$ cat config.mk
export PLATFORM = sky130hd
export DESIGN_NAME = atm_cell_delineator
export DESIGN_NICKNAME = d
export VERILOG_FILES = /design/src/rtl/atm_dlin_pkg.sv /design/src/rtl/atm_hdr_window.sv /design/src/rtl/atm_delin_fsm.sv /design/src/rtl/atm_cell_delineator.sv
export SDC_FILE = /design/constraint.sdc
export NUM_CORES = 1
export LEC_CHECK = 0
export BUFFER_PORTS_ARGS = -buffer_cell sky130_fd_sc_hd__buf_2
export CAP_MARGIN = 0
export CORE_ASPECT_RATIO = 1.1
export CORE_UTILIZATION = 45
export DETAILED_ROUTE_END_ITERATION = 6
export PLACE_DENSITY = 0.61
export SLEW_MARGIN = 5
export SYNTH_ARGS = -nofsm -noshare
export SYNTH_HDL_FRONTEND = slang
export SYNTH_SLANG_ARGS = --single-unit
$ cat constraint.sdc
create_clock -name clk -period 4 [get_ports clk]
set_clock_uncertainty 0.1 [all_clocks]
set_input_delay 0 -clock clk [delete_from_list [all_inputs] [get_ports clk]]
set_output_delay 0 -clock clk [all_outputs]
set_load 0.02 [all_outputs]
$ cat src/rtl/atm_dlin_pkg.sv
package atm_dlin_pkg;

    typedef enum logic [1:0] {
        ST_HUNT = 2'd0,
        ST_PRE  = 2'd1,
        ST_SYNC = 2'd2
    } dlin_state_e;

endpackage

$ cat src/rtl/atm_hdr_window.sv
module atm_hdr_window #(
    parameter int          HDR_LEN   = 5,
    parameter logic [7:0]  HEC_POLY  = 8'h07,
    parameter logic [7:0]  HEC_COSET = 8'h55
) (
    input  logic       clk,
    input  logic       rst_n,
    input  logic       in_valid,
    input  logic [7:0] in_byte,
    output logic       hec_ok
);
    localparam int WIN_BITS = (HDR_LEN - 1) * 8;

    typedef struct packed {
        logic [WIN_BITS-1:0] win;
    } win_regs_t;

    win_regs_t r_q, r_d;
    logic [7:0] rem;

    // shift the last HDR_LEN-1 valid bytes, newest in the low byte
    always_comb begin
        r_d = r_q;
        if (in_valid) begin
            r_d.win = {r_q.win[WIN_BITS-9:0], in_byte};
        end
    end

    // CRC remainder of the window, bit-serial, MSB first
    always_comb begin
        rem = 8'h00;
        for (int i = WIN_BITS - 1; i >= 0; i--) begin
            rem = {rem[6:0], 1'b0} ^ ((rem[7] ^ r_q.win[i]) ? HEC_POLY : 8'h00);
        end
        hec_ok = ((rem ^ HEC_COSET) == in_byte);
    end

    always_ff @(posedge clk) begin
        if (!rst_n) begin
            r_q <= '0;
        end else begin
            r_q <= r_d;
        end
    end

endmodule

$ cat src/rtl/atm_delin_fsm.sv
module atm_delin_fsm
    import atm_dlin_pkg::*;
#(
    parameter int CELL_LEN = 53,
    parameter int HDR_LEN  = 5,
    parameter int LOCK_CNT = 7,
    parameter int LOSE_CNT = 7
) (
    input  logic                        clk,
    input  logic                        rst_n,
    input  logic                        in_valid,
    input  logic                        hec_ok,
    output logic                        cell_start,
    output logic [$clog2(CELL_LEN)-1:0] byte_idx,
    output logic                        lca_alarm
);
    localparam int IDX_W  = $clog2(CELL_LEN);
    localparam int CNT_MX = (LOCK_CNT > LOSE_CNT) ? LOCK_CNT : LOSE_CNT;
    localparam int CNT_W  = $clog2(CNT_MX + 1);
    localparam logic [IDX_W-1:0] LAST_IDX  = IDX_W'(CELL_LEN - 1);
    localparam logic [IDX_W-1:0] HEC_IDX   = IDX_W'(HDR_LEN - 1);
    localparam logic [IDX_W-1:0] AFTER_HDR = IDX_W'(HDR_LEN);
    localparam logic [CNT_W-1:0] LOCK_LAST = CNT_W'(LOCK_CNT - 1);
    localparam logic [CNT_W-1:0] LOSE_LAST = CNT_W'(LOSE_CNT - 1);

    typedef struct packed {
        dlin_state_e      state;
        logic [IDX_W-1:0] idx;
        logic [CNT_W-1:0] cnt;
    } fsm_regs_t;

    localparam fsm_regs_t RST_VAL = '{state: ST_HUNT, idx: '0, cnt: '0};

    fsm_regs_t r_q, r_d;
    logic [IDX_W-1:0] idx_inc;

    always_comb begin
        r_d     = r_q;
        idx_inc = (r_q.idx == LAST_IDX) ? '0 : r_q.idx + IDX_W'(1);
        if (in_valid) begin
            unique case (r_q.state)
                ST_HUNT: begin
                    if (hec_ok) begin
                        r_d.idx = AFTER_HDR;
                        if (LOCK_CNT <= 1) begin
                            r_d.state = ST_SYNC;
                            r_d.cnt   = '0;
                        end else begin
                            r_d.state = ST_PRE;
                            r_d.cnt   = CNT_W'(1);
                        end
                    end
                end
                ST_PRE: begin
                    r_d.idx = idx_inc;
                    if (r_q.idx == HEC_IDX) begin
                        if (!hec_ok) begin
                            r_d = RST_VAL;
                        end else if (r_q.cnt == LOCK_LAST) begin
                            r_d.state = ST_SYNC;
                            r_d.cnt   = '0;
                        end else begin
                            r_d.cnt = r_q.cnt + CNT_W'(1);
                        end
                    end
                end
                ST_SYNC: begin
                    r_d.idx = idx_inc;
                    if (r_q.idx == HEC_IDX) begin
                        if (hec_ok) begin
                            r_d.cnt = '0;
                        end else if (r_q.cnt == LOSE_LAST) begin
                            r_d = RST_VAL;
                        end else begin
                            r_d.cnt = r_q.cnt + CNT_W'(1);
                        end
                    end
                end
                default: r_d = RST_VAL;
            endcase
        end
    end

    always_ff @(posedge clk) begin
        if (!rst_n) begin
            r_q <= RST_VAL;
        end else begin
            r_q <= r_d;
        end
    end

    assign cell_start = in_valid && (r_q.state == ST_SYNC) && (r_q.idx == '0);
    assign byte_idx   = r_q.idx;
    assign lca_alarm  = (r_q.state != ST_SYNC);

endmodule

$ cat src/rtl/atm_cell_delineator.sv
module atm_cell_delineator #(
    parameter int         CELL_LEN  = 53,
    parameter int         HDR_LEN   = 5,
    parameter int         LOCK_CNT  = 7,
    parameter int         LOSE_CNT  = 7,
    parameter logic [7:0] HEC_POLY  = 8'h07,
    parameter logic [7:0] HEC_COSET = 8'h55
) (
    input  logic                        clk,
    input  logic                        rst_n,
    input  logic                        in_valid,
    input  logic [7:0]                  in_byte,
    output logic                        cell_start,
    output logic [$clog2(CELL_LEN)-1:0] byte_idx,
    output logic                        lca_alarm
);
    logic hec_ok;

    atm_hdr_window #(
        .HDR_LEN  (HDR_LEN),
        .HEC_POLY (HEC_POLY),
        .HEC_COSET(HEC_COSET)
    ) u_win (
        .clk     (clk),
        .rst_n   (rst_n),
        .in_valid(in_valid),
        .in_byte (in_byte),
        .hec_ok  (hec_ok)
    );

    atm_delin_fsm #(
        .CELL_LEN(CELL_LEN),
        .HDR_LEN (HDR_LEN),
        .LOCK_CNT(LOCK_CNT),
        .LOSE_CNT(LOSE_CNT)
    ) u_fsm (
        .clk       (clk),
        .rst_n     (rst_n),
        .in_valid  (in_valid),
        .hec_ok    (hec_ok),
        .cell_start(cell_start),
        .byte_idx  (byte_idx),
        .lca_alarm (lca_alarm)
    );

endmodule

; Yosys cells after proc, flatten, opt, wreduce, memory -nomap -nowiden
; Cells that the tools add are included.
[op_classes]
bitwise_logic = 63
n_reduce_logical = 7
mux = 45
n_addsub = 2
n_eq_ne = 13
[ops]
columns = op, count
row1 = $xor 8x8->8, 31
row2 = $mux 3, 35
row3 = $mux 11, 3
row4 = $pmux 11 s3, 1
row5 = $xor 1x1->1, 30
row6 = $mux 8, 2
row7 = $mux 6, 2
row8 = $eq 8x8->1, 1
row9 = $ne 2x1->1 const B, 4
row10 = $reduce_and 7->1, 1
row11 = $add 6x1->6 const B, 1
row12 = $eq 6x3->1 const B, 1
row13 = $eq 6x6->1 const B, 1
row14 = $logic_not 6->1, 1
row15 = $mux 2, 2
row16 = $ne 2x2->1 const B, 2
row17 = $not 4->4, 1
row18 = $reduce_and 4->1, 1
row19 = $add 3x1->3 const B, 1
row20 = $eq 3x3->1 const B, 1
row21 = $ne 3x3->1 const B, 1
row22 = $eq 2x1->1 const B, 1
row23 = $eq 2x2->1 const B, 1
row24 = $logic_and 1x1->1, 2
row25 = 3 further kinds, 3
[totals]
out_inout_bits = 8
regBits = 43

; Longest topological paths before layout
; Gate-level depths: netlist of run 1.
[depth]
word_depth = 98
mapped_depth = 12
mapped_depth_nobuf = 10

; Cells and area by module
; Synthesis of run 1 repeated with hierarchy kept, for this count alone.
[hier_totals]
cells_unflattened = 320
hier_area_um2 = 3206.8
[by_module_without_submodules]
columns = module, area_per_inst_um2, cells_per_inst, n_inst, seq_area_each_um2
row1 = atm_hdr_window, 2272.2, 198, 1, 640.6
row2 = atm_delin_fsm, 934.6, 122, 1, 220.2

; Worst setup path after synthesis of run 1
; OpenSTA, ideal clock, no wires.
[synth_path]
path_kind = reg-to-reg
startpoint = register u_win.r_q[13] (netlist name)
endpoint = register u_fsm.r_q (netlist bit u_fsm.byte_idx[2])
arrival_ns = 3.153
stages_incl_launch_ff = 12
required_time_ns = 3.780
setup_time_ns = 0.120
n_path_buf = 1
slack_ns = 0.627
path_cell_list = dfxtp_1 xnor3_1 xnor2_2 xnor3_2 xor3_1 or3_4 a221oi_4 a31oi_1 buf_6 nand2_1 a2bb2oi_1 o21ai_1
[synth_between]
elab_chain_cells = 25
[synth_rtl]
columns = item, line
row1 = start: declaration, atm_hdr_window.sv:18  ; win_regs_t r_q, r_d;
row2 = start signal: assignment, atm_hdr_window.sv:42  ; r_q <= r_d;
row3 = $xor 1x1->1 *, atm_hdr_window.sv:33  ; rem = {rem[6:0], 1'b0} ^ ((rem[7] ^ r_q.win[i]) ? HEC_POLY : 8'h00);
row4 = $mux 3 *, atm_hdr_window.sv:33
row5 = $xor 8x8->8 * (6 in series), atm_hdr_window.sv:33
row6 = $xor 1x1->1 or $xor 8x8->8 (tied branches), atm_hdr_window.sv:33
row7 = $mux 3 or $xor 1x1->1 (tied branches), atm_hdr_window.sv:33
row8 = $xor 8x8->8 * (7 in series), atm_hdr_window.sv:33
row9 = $xor 1x1->1 or $mux 3 (tied branches), atm_hdr_window.sv:33
row10 = $mux 3 or $xor 8x8->8 (tied branches), atm_hdr_window.sv:33
row11 = $xor 8x8->8 *, atm_hdr_window.sv:33
row12 = $not 4->4 (no source line), n/a
row13 = $eq 8x8->1 *, atm_hdr_window.sv:35  ; hec_ok = ((rem ^ HEC_COSET) == in_byte);
row14 = $mux 8 or $mux 6 (tied branches), "atm_delin_fsm.sv:70, atm_delin_fsm.sv:57"
row15 = "$mux 11, on equally long branches", "atm_delin_fsm.sv:69, atm_delin_fsm.sv:56"
row16 = $pmux 11 s3, atm_delin_fsm.sv:41  ; unique case (r_q.state)
row17 = end signal: assignment, atm_delin_fsm.sv:88  ; r_q <= r_d;
row18 = end: declaration, atm_delin_fsm.sv:34  ; fsm_regs_t r_q, r_d;
; Every way passes the cells marked *; elsewhere a longest branch is shown, timed or not. The select of a mux whose other input is x is not followed.
; A chain may end at the register's enable or synchronous reset.

; Worst setup path after layout of run 1
; Same ends and word-level chain as after synthesis.

==> out/results.ini, run 1 <==
[floorplan]
die_h_um = 88.81
io_pins = 19
die-area_um2 = 7187
die_w_um = 80.92
row_count = 31
core-area_um2 = 6594
initial_core_util_pct = 46.76

[layout]
fin_cells = 397
postLayoutCoreUtil_pct = 51.01
diodes = 0
finalNetCount = 327
syn2layout_area_growth_pct = 9.091
drive_gt1_share_pct = 12.38

[clock_network]
clk_pin_slew_worst_paths_ns = 0.09
cts_tree = done
cts-root-buf = clkbuf_8
htree_levels = 2
ctsResizeCount = 0
clockBufferDepth = 2
cts.sinks = 43
insertion_delay_ns = 0.30
numCtsBuffers = 5

[power_and_ir_drop]
power_leakage_uw = 0.001456
fin_total_pwr_uw = 1049
power_density_nw_per_um2 = 312.0
vdd_drop_max_mv = 0.1220

[routing]
wl_met3_um = 97
routed_wl_um = 5944
maxUsedRoutingLayer = met4
vias = 2008
first_pass_iters = 4
viasPerCell = 5.058
ant_nets = 0
dr_wl_met2_um = 3092
drt_iter0_drc = 39
met1_length_um = 2690
wl_per_cell_um = 14.97
drc = 0

[setup_path]
crit_arrival_ns = 3.75
r2r_end = u_fsm.byte_idx[2]
cp-start-kind = register
required_ns = 4.10
slowest_delay_ns = 0.52
cp_top_family = XOR/XNOR gates
path_max_fanout = 11
slowest_stage = xnor3_2
worstReg2RegStart = u_win.r_q[13]
worst-setup-path-type = reg2reg
endpoint_kind = register
r2r_cells = 11
path_cells = xnor3_1, xnor2_2, xnor3_2, xor3_1, or3_4, a221oi_4, a31oi_1, buf_4, nand2_1, a2bb2oi_1, o21ai_1
path_buf_inv = 1
r2r_slack_ns = 0.34

[hold_path]
hold_class = in2reg
worstHoldStart = in_valid
hold_path_end = u_win.r_q[15]
whs_path_depth = 3

[place]
place_ws_ns = 0.3382
port_buffers = 18
routabilityCongestion = 0.8582
hpwl_um = 4446
place_inst = 381

[yosys]
ys_warn_count = 0
synth_cell_types = 46
syn_inst = 300
ys_seq_area_share_pct = 27.92
yosys_register_bits = 43
syn_avg_cell_area_um2 = 10.28
synth-main-ff-cell = dfxtp_1
mappedNetlistArea_um2 = 3083
synth-edff-count = 0
synthArstFlopShare_pct = 0
synth_fp_nets = 313

[global_routing]
grt_start_max_net_pins = 45
grt_pass1_wl_um = 9453
grt_usage_pct = 17.63
grt_pass1_vias = 1879
grt-ovfl-total = 0
antenna_found_initial = 0

[timing]
fin_ws_ns = 0.3444
fin_crit_ns = 3.656
fin_tns_setup_ns = 0
maxSlewViolCount = 0
setup_violations = 0
worst_pin_slew_ns = 0.9057
finalHoldViolCount = 0
fin_crit_sh_pct = 91.39
fmax_ghz = 0.2736
rsz0062_at_grt = false
relSlewSlack_pct = 38.83

[flow_run]
drv_cap = 0

[status]
status = finished clean

## sequential cells by signal, summed over array words and instances, names as in the netlist
register	count
u_win.r_q	32
u_fsm.byte_idx	6
u_fsm.r_q	5
## metrics by stage
stage	hold slack, ns	cell area [um2]
finish	0.1359	3363
global route	0.1613	3363
CTS	0.1397	3363
detailed placement	0.2048	3179
global placement	0.1945	3179
floorplan	0.05094	3083
## cell families after synthesis
logic type	synth area share [%]
compound gates	8.198
fa+ha+maj	0.8116
simple gates	16.19
flops	27.92
xor+xnor	31.70
buf+inv	4.465
mux	10.71
## layout make-up
class | count | area (um2)
Clock inverter | 1 | 7.507
Multi-Input combinational cell | 229 | 2085
Timing Repair Buffer | 28 | 185.2
Sequential cell | 43 | 860.8
Clock buffer | 7 | 96.34
Inverter | 7 | 26.28
Fill cell | 621 | 3231
Tap cell | 82 | 102.6
## metal layers
layer  up-vias  GRT usage, %
li1       1040             -
met5         -             0
met1       945         21.60
met2        17         31.78
met3         6         3.093
met4         0         4.383
## cell usage after synthesis (all sizes together) (2+ instances only)
master | instances | area share (%)
dfxtp | 43 | 28
nor2b | 34 | 6.9
mux2i | 33 | 11
xnor2 | 32 | 9.6
xnor3 | 21 | 15
nand2 | 17 | 2.2
nand3 | 12 | 1.9
xor2 | 12 | 3.7
buf | 11 | 2.4
clkbuf | 10 | 1.2
o21ai | 10 | 1.6
nor2 | 9 | 1.3
a21oi | 8 | 1.4
inv | 7 | 0.85
nand2b | 4 | 0.81
nor3 | 4 | 0.65
xor3 | 4 | 3.1
a21boi | 3 | 0.73
and2 | 3 | 0.61
or3 | 3 | 0.77
a2bb2oi | 2 | 0.57
a31oi | 2 | 0.41
ha | 2 | 0.81
o211ai | 2 | 0.49
o2bb2ai | 2 | 0.57
## tightest hold or removal path, cell delays in order
cell	delay (ns)
buf_2	0.24
mux2i_1	0.19
nor2b_1	0.05
## worst max-delay path by stage
stage | startpoint | endpoint | slack [ns] | cells past startpoint
6_report | u_win.r_q[13] | u_fsm.byte_idx[2] | 0.34 | 11
3_5_place_dp | u_win.r_q[13] | u_fsm.r_q[0] | 0.34 | 11
5_1_grt | u_win.r_q[13] | u_fsm.r_q[0] | 0.13 | 11
2_1_floorplan | u_win.r_q[13] | u_fsm.byte_idx[2] | 0.63 | 11
4_1_cts | u_win.r_q[13] | u_fsm.r_q[0] | 0.33 | 11
3_3_place_gp | u_win.r_q[13] | u_fsm.r_q[0] | 0.40 | 11
## placed cells by master, fill, tap and decap left out, types with 7 or more instances in the layout
cell type	n
inv_1	7
mux2i_1	33
xnor3_1	20
o21ai_0	7
dlygate4sd3_1	8
nor2_1	8
nor2b_1	34
clkbuf_8	7
dfxtp_1	43
xor2_1	11
a21oi_1	7
nand2_1	16
nand3_1	12
buf_2	18
xnor2_1	30
## timing repair
action,CTS,global route
hold buffers,8,0
buffers inserted,0,0
hold endpoints to repair,8,0
## power by group
part	leakage (uW)	switching, uW	internal (uW)
Sequential	0.000349	14.6	439
Clock	0.0000505	151	157
Combinational	0.00106	125	163
Total	0.00146	290	759
No activity file was read; power rests on OpenSTA's default activity.
==> inputs of run 2 (changes only) <==
--- a/config.mk
+++ b/config.mk
@@ -14,4 +14,5 @@
 export SLEW_MARGIN = 5
 export SYNTH_ARGS = -nofsm -noshare
 export SYNTH_HDL_FRONTEND = slang
+export SYNTH_HIERARCHICAL = 1
 export SYNTH_SLANG_ARGS = --single-unit
==> constraint.sdc (replaced) <==
create_clock -name clk -period 3.6 [get_ports clk]
set_clock_uncertainty 0.1 [all_clocks]
set_input_delay 0 -clock clk [delete_from_list [all_inputs] [get_ports clk]]
set_output_delay 0 -clock clk [all_outputs]
set_load 0.02 [all_outputs]
==> run 2 against run 1 <==
The run now ends with negative setup slack left. First-iteration DRC count up 110%. Via count is 20% higher. Wire length increased by 22%. Hold slack worse by 0.10 ns. Non-clock buffer count grew 46. Combinational power is 66% higher. Clock power up 20%. Power is 29% higher. Utilization rose by 9.3 points.
==> out/results.ini, run 2 <==
[yosys]
yosys.area.top_type = dfxtp_1
syn_inst = 320
yosys_register_bits = 43
synth_area_leaders = dfxtp_1 (27%), mux2i_1 (11%), xnor2_1 (9.8%), nor2b_1 (6.8%), xnor3_1 (5.6%)
synth-main-ff-cell = dfxtp_1
syn_avg_cell_area_um2 = 10.02
ys_warn_count = 6
yosysMostFrequentCell = dfxtp_1
synth_cell_types = 59
mappedNetlistArea_um2 = 3207
synth_top_area_share_pct = 26.84
synth-edff-count = 0
synth_commonest_cells = dfxtp_1 (43), xnor2_1 (36), nor2b_1 (35)
ys_seq_area_share_pct = 26.84
synth_fp_nets = 333
synthArstFlopShare_pct = 0

[setup_path]
endpoint_kind = register
path_max_fanout = 5
worst-setup-path-type = reg2reg
cp-start-kind = register
crit_arrival_ns = 3.72
required_ns = 3.72

[global_routing]
grt_usage_pct = 20.21
antenna_found_initial = 0
met3_usage_pct = 3.232
grt_pass1_wl_um = 11450
met2_usage_pct = 36.91
use_met1_pct = 23.40
grt-ovfl-total = 0
grt_pass1_vias = 2427
grt_start_max_net_pins = 42
busiest_layer = met2

[floorplan]
die_w_um = 82.49
die_h_um = 90.54
die-area_um2 = 7468
initial_core_util_pct = 47.52
io_pins = 19
core-area_um2 = 6749
row_count = 31

[routing]
first_pass_iters = 4
ant_nets = 0
drc = 0
drt_iter0_drc = 81
viasPerCell = 5.234
wl_per_cell_um = 15.72
routed_wl_um = 7264
vias = 2418

[timing]
maxSlewViolCount = 0
setup_violations = 1
fin_ws_ns = -0.004394
fin_crit_sh_pct = 100.1
worst_pin_slew_ns = 0.5713
finalHoldViolCount = 0
fmax_ghz = 0.2774
fin_crit_ns = 3.604
rsz0062_at_grt = true
fin_tns_setup_ns = -0.004394
relSlewSlack_pct = 61.92

[clock_network]
cts_tree = done
clockBufferDepth = 2
cts.sinks = 43
cts-root-buf = clkbuf_8
insertion_delay_ns = 0.30
numCtsBuffers = 5
htree_levels = 2
clk_pin_slew_worst_paths_ns = 0.08

[layout]
finalNetCount = 393
final_common_cell = buf_4
top_register = u_win/r_q
fin_cells = 462
drive_gt1_share_pct = 34.74
syn2layout_area_growth_pct = 27.00
diodes = 0
final_cell_mix = buf_4 (48), nor2b_1 (35), dfxtp_1 (34), mux2i_1 (34), xnor2_1 (22)
largest_reg_flops = 32

[status]
violations = negative setup slack
status = complete, but fails checks

[power_and_ir_drop]
power_density_nw_per_um2 = 332.1
vdd_drop_max_mv = 0.2221
power_leakage_uw = 0.001768

[place]
hpwl_um = 5055
place_inst = 438
routabilityCongestion = 0.8628
port_buffers = 18

[hold_path]
hold_class = in2reg

[flow_run]
drv_cap = 0

## run 2: where the power goes
group          internal (uW)  switching [uW]  leakage (uW)  total [uW]
logic                    271             208       0.00136         479
registers                486            17.5      0.000354         504
clock network            203             166     0.0000513         370
## run 2: metrics by stage
step	instance area, um2	hold slack [ns]	worst slack (ns)	util [%]	power, uW
2_1_floorplan	3207	0.02817	0.1386	-	804.5
3_3_place_gp	3575	0.1794	-0.1438	52.97	891.2
3_5_place_dp	3575	0.1915	-0.1851	52.97	894.9
4_1_cts	3864	0.02333	0.0003626	57.25	1310
5_1_grt	4073	0.04681	-0.1865	60.34	1421
6_report	4073	0.03322	-0.004394	60.34	1353
## run 2: final timing paths
check                      end  cells after the start               from  slack, ns
max               u_fsm/r_q[1]                     13      u_win/r_q[26]     -0.004
min               u_win/r_q[8]                      3           in_valid       0.03
max reg2reg       u_fsm/r_q[1]                     13      u_win/r_q[26]     -0.004
min reg2reg  u_fsm/byte_idx[1]                      2  u_fsm/byte_idx[1]       0.44
## run 2: worst max-delay path: stages (launching register included)
cell and delay [ns]:
dfxtp_4 0.39, xnor3_2 0.53, xnor2_4 0.20, xnor2_2 0.16, xnor2_2 0.27, xnor2_2 0.17, and2b_1 0.21, o21ai_2 0.17
a211oi_4 0.11, buf_4 0.15, or3b_2 0.45, a22oi_2 0.21, a41oi_1 0.17, a311oi_2 0.25
## run 2: layout make-up
type / instances / area (um2)
inverter: 8 / 30.03
fill: 568 / 2676
tap: 82 / 102.6
clock inverter: 1 / 30.03
timing repair buffer: 74 / 530.5
multi-input combinational: 248 / 2430
clock buffer: 6 / 72.57
sequential: 43 / 877.1
## run 2: what timing repair did
action,CTS,global route
endpoints found under the hold margin,8,0
gates resized for setup,18,27
hold buffers,8,0
setup endpoints to repair,10,10
pin swaps,11,13
setup buffers,2,7
## run 2: routing by layer
metal	wire (um)	vias to the layer above	part of all wire, %
met5	0	-	0
met4	72	0	0.99
met3	196	6	2.7
met2	3998	36	55
met1	2997	1159	41
li1	-	1217	-
## run 2: cells by family after synthesis
group / count (synthesis) / share of synthesized area, %
XOR/XNOR: 74 / 29.93
AND/OR/NAND/NOR: 85 / 15.06
adder cells (fa/ha/maj): 2 / 0.7802
buffers and inverters: 29 / 4.604
multiplexers: 35 / 10.96
AO/OA/AOI/OAI: 52 / 11.82
flip-flops: 43 / 26.84
==> inputs of run 3 (changes only) <==
--- a/config.mk
+++ b/config.mk
@@ -9,6 +9,7 @@
 export CAP_MARGIN = 0
 export CORE_ASPECT_RATIO = 1.1
 export CORE_UTILIZATION = 45
+export CTS_CLUSTER_DIAMETER = 100
 export DETAILED_ROUTE_END_ITERATION = 6
 export PLACE_DENSITY = 0.61
 export SLEW_MARGIN = 5
==> constraint.sdc (replaced) <==
create_clock -name clk -period 3.95 [get_ports clk]
set_clock_uncertainty 0.1 [all_clocks]
set_input_delay 0 -clock clk [delete_from_list [all_inputs] [get_ports clk]]
set_output_delay 0 -clock clk [all_outputs]
set_load 0.02 [all_outputs]
==> run 3 against run 2 <==
The run now ends clean. Setup slack gained 0.24 ns. Via count decreased by 7.1%. Clock power shrank 29%. Utilization shrank 7.5 points. Critical path depth shrank 1. Clock-buffer cell count unchanged.
==> out/results.ini, run 3 (synthesis results as in run 2) <==
[floorplan]
core-area_um2 = 6749
die_h_um = 90.54
die-area_um2 = 7468
io_pins = 19
row_count = 31
initial_core_util_pct = 47.52
die_w_um = 82.49

[global_routing]
grt_start_max_net_pins = 42
grt_pass1_wl_um = 10490
grt_pass1_vias = 2120
grt_usage_pct = 18.72
grt-ovfl-total = 0
antenna_found_initial = 0

[timing]
fin_tns_setup_ns = 0
fmax_ghz = 0.2692
setup_violations = 0
relSlewSlack_pct = 58.44
worst_pin_slew_ns = 0.6234
fin_crit_sh_pct = 94.06
finalHoldViolCount = 0
rsz0062_at_grt = false
fin_crit_ns = 3.715
maxSlewViolCount = 0

[setup_path]
crit_arrival_ns = 3.81
worst-setup-path-type = reg2reg
required_ns = 4.04
endpoint_kind = register
cp-start-kind = register
path_max_fanout = 7

[layout]
final_common_cell = dfxtp_1
largest_reg_flops = 32
final_cell_mix = dfxtp_1 (40), nor2b_1 (35), xnor2_1 (34), mux2i_1 (34), buf_2 (18)
diodes = 0
finalNetCount = 356
drive_gt1_share_pct = 19.59
top_register = u_win/r_q
syn2layout_area_growth_pct = 11.20
post-route-cell-area_um2 = 3566
fin_cells = 424

[power_and_ir_drop]
power_switching_uw = 318.0
p_sw_share_pct = 30.11
vdd_drop_max_mv = 0.1597
fin_total_pwr_uw = 1056
power_density_nw_per_um2 = 296.1
power_leakage_uw = 0.001494
power_frac_comb_pct = 31.7
seqPwrFrac_pct = 43.6
power.internal_uw = 738.0
clockPowerShare_pct = 24.7

[clock_network]
insertion_delay_ns = 0.29
htree_levels = 2
cts_tree = done
clockBufferDepth = 2
cts.sinks = 43
cts-root-buf = clkbuf_8
clk_pin_slew_worst_paths_ns = 0.08
numCtsBuffers = 5

[place]
place_inst = 408
placed_area_um2 = 3349
hpwl_um = 4892
routabilityCongestion = 0.8165
port_buffers = 18

[routing]
routed_wl_um = 6584
vias = 2247
wl_per_cell_um = 15.53
first_pass_iters = 4
drc = 0
ant_nets = 0
viasPerCell = 5.300
drt_iter0_drc = 85

[flow_run]
drv_cap = 0

[hold_path]
hold_class = in2reg

[status]
status = finished clean

==> run 3: cell count changes in the layout (fill, tap and decap cells not counted), sizes merged <==
cell,change
buf,-37
bufinv,-1
==> run 3: path summary, 6_finish.rpt <==
kind                             to  cells after the start  slack, ns           from
setup / recovery  u_fsm/byte_idx[0]                     12       0.23  u_win/r_q[22]
hold / removal         u_win/r_q[6]                      3       0.15       in_valid
setup reg to reg  u_fsm/byte_idx[0]                     12       0.23  u_win/r_q[22]
hold reg to reg       u_win/r_q[13]                      2       0.44  u_win/r_q[13]
==> run 3: what timing repair did <==
item / in CTS / in global routing
resized for setup: 0 / 10
endpoints found under the setup margin: 0 / 6
hold buffers: 8 / 0
setup buffers: 0 / 2
endpoints found under the hold margin: 8 / 0
==> run 3: worst max-delay path, stage by stage (launching register included) <==
cell	delay, ns
dfxtp_1	0.36
xnor3_1	0.43
xnor3_2	0.44
xor2_2	0.20
xnor2_2	0.23
xnor2_2	0.17
mux2i_1	0.28
a2bb2oi_2	0.11
a211oi_4	0.34
nand3b_1	0.27
nor2_1	0.09
o311a_1	0.34
a221oi_1	0.25
==> run 3: layer usage <==
metal	wire length (um)	global-route usage, %	share of wire [%]
met4	47	4.454	0.71
met5	0	0	0
met1	2975	23.29	45
met3	182	4.040	2.8
met2	3377	32.23	51
==> run 3: layout make-up <==
cell class              count  area [um2]
clock buffers               6       72.57
fillers                   633        3183
multi-input cells         248        2243
inverters                   8       30.03
flip-flops and latches     43       864.6
repair buffers             37       252.7
well taps                  82       102.6
==> run 3: per-stage QoR <==
step	hold slack (ns)	worst slack, ns	utilization [%]
3_5_place_dp	0.1906	0.1153	49.63
4_1_cts	0.1483	0.09051	51.89
5_1_grt	0.1516	0.002021	52.84
3_3_place_gp	0.1730	0.1251	49.63
6_report	0.1456	0.2348	52.84
2_1_floorplan	0.02817	0.4886	-
==> run 3: power by group through the flow <==
| stage | Sequential [uW] | Combinational [uW] | Clock [uW] |
|---|---|---|---|
| after CTS | 461 | 322 | 273 |
| after global routing | 463 | 364 | 293 |
| after detailed placement | 471 | 314 | 0 |
| final | 461 | 334 | 261 |
| after floorplan | 464 | 269 | 0 |
| after global placement | 471 | 311 | 0 |
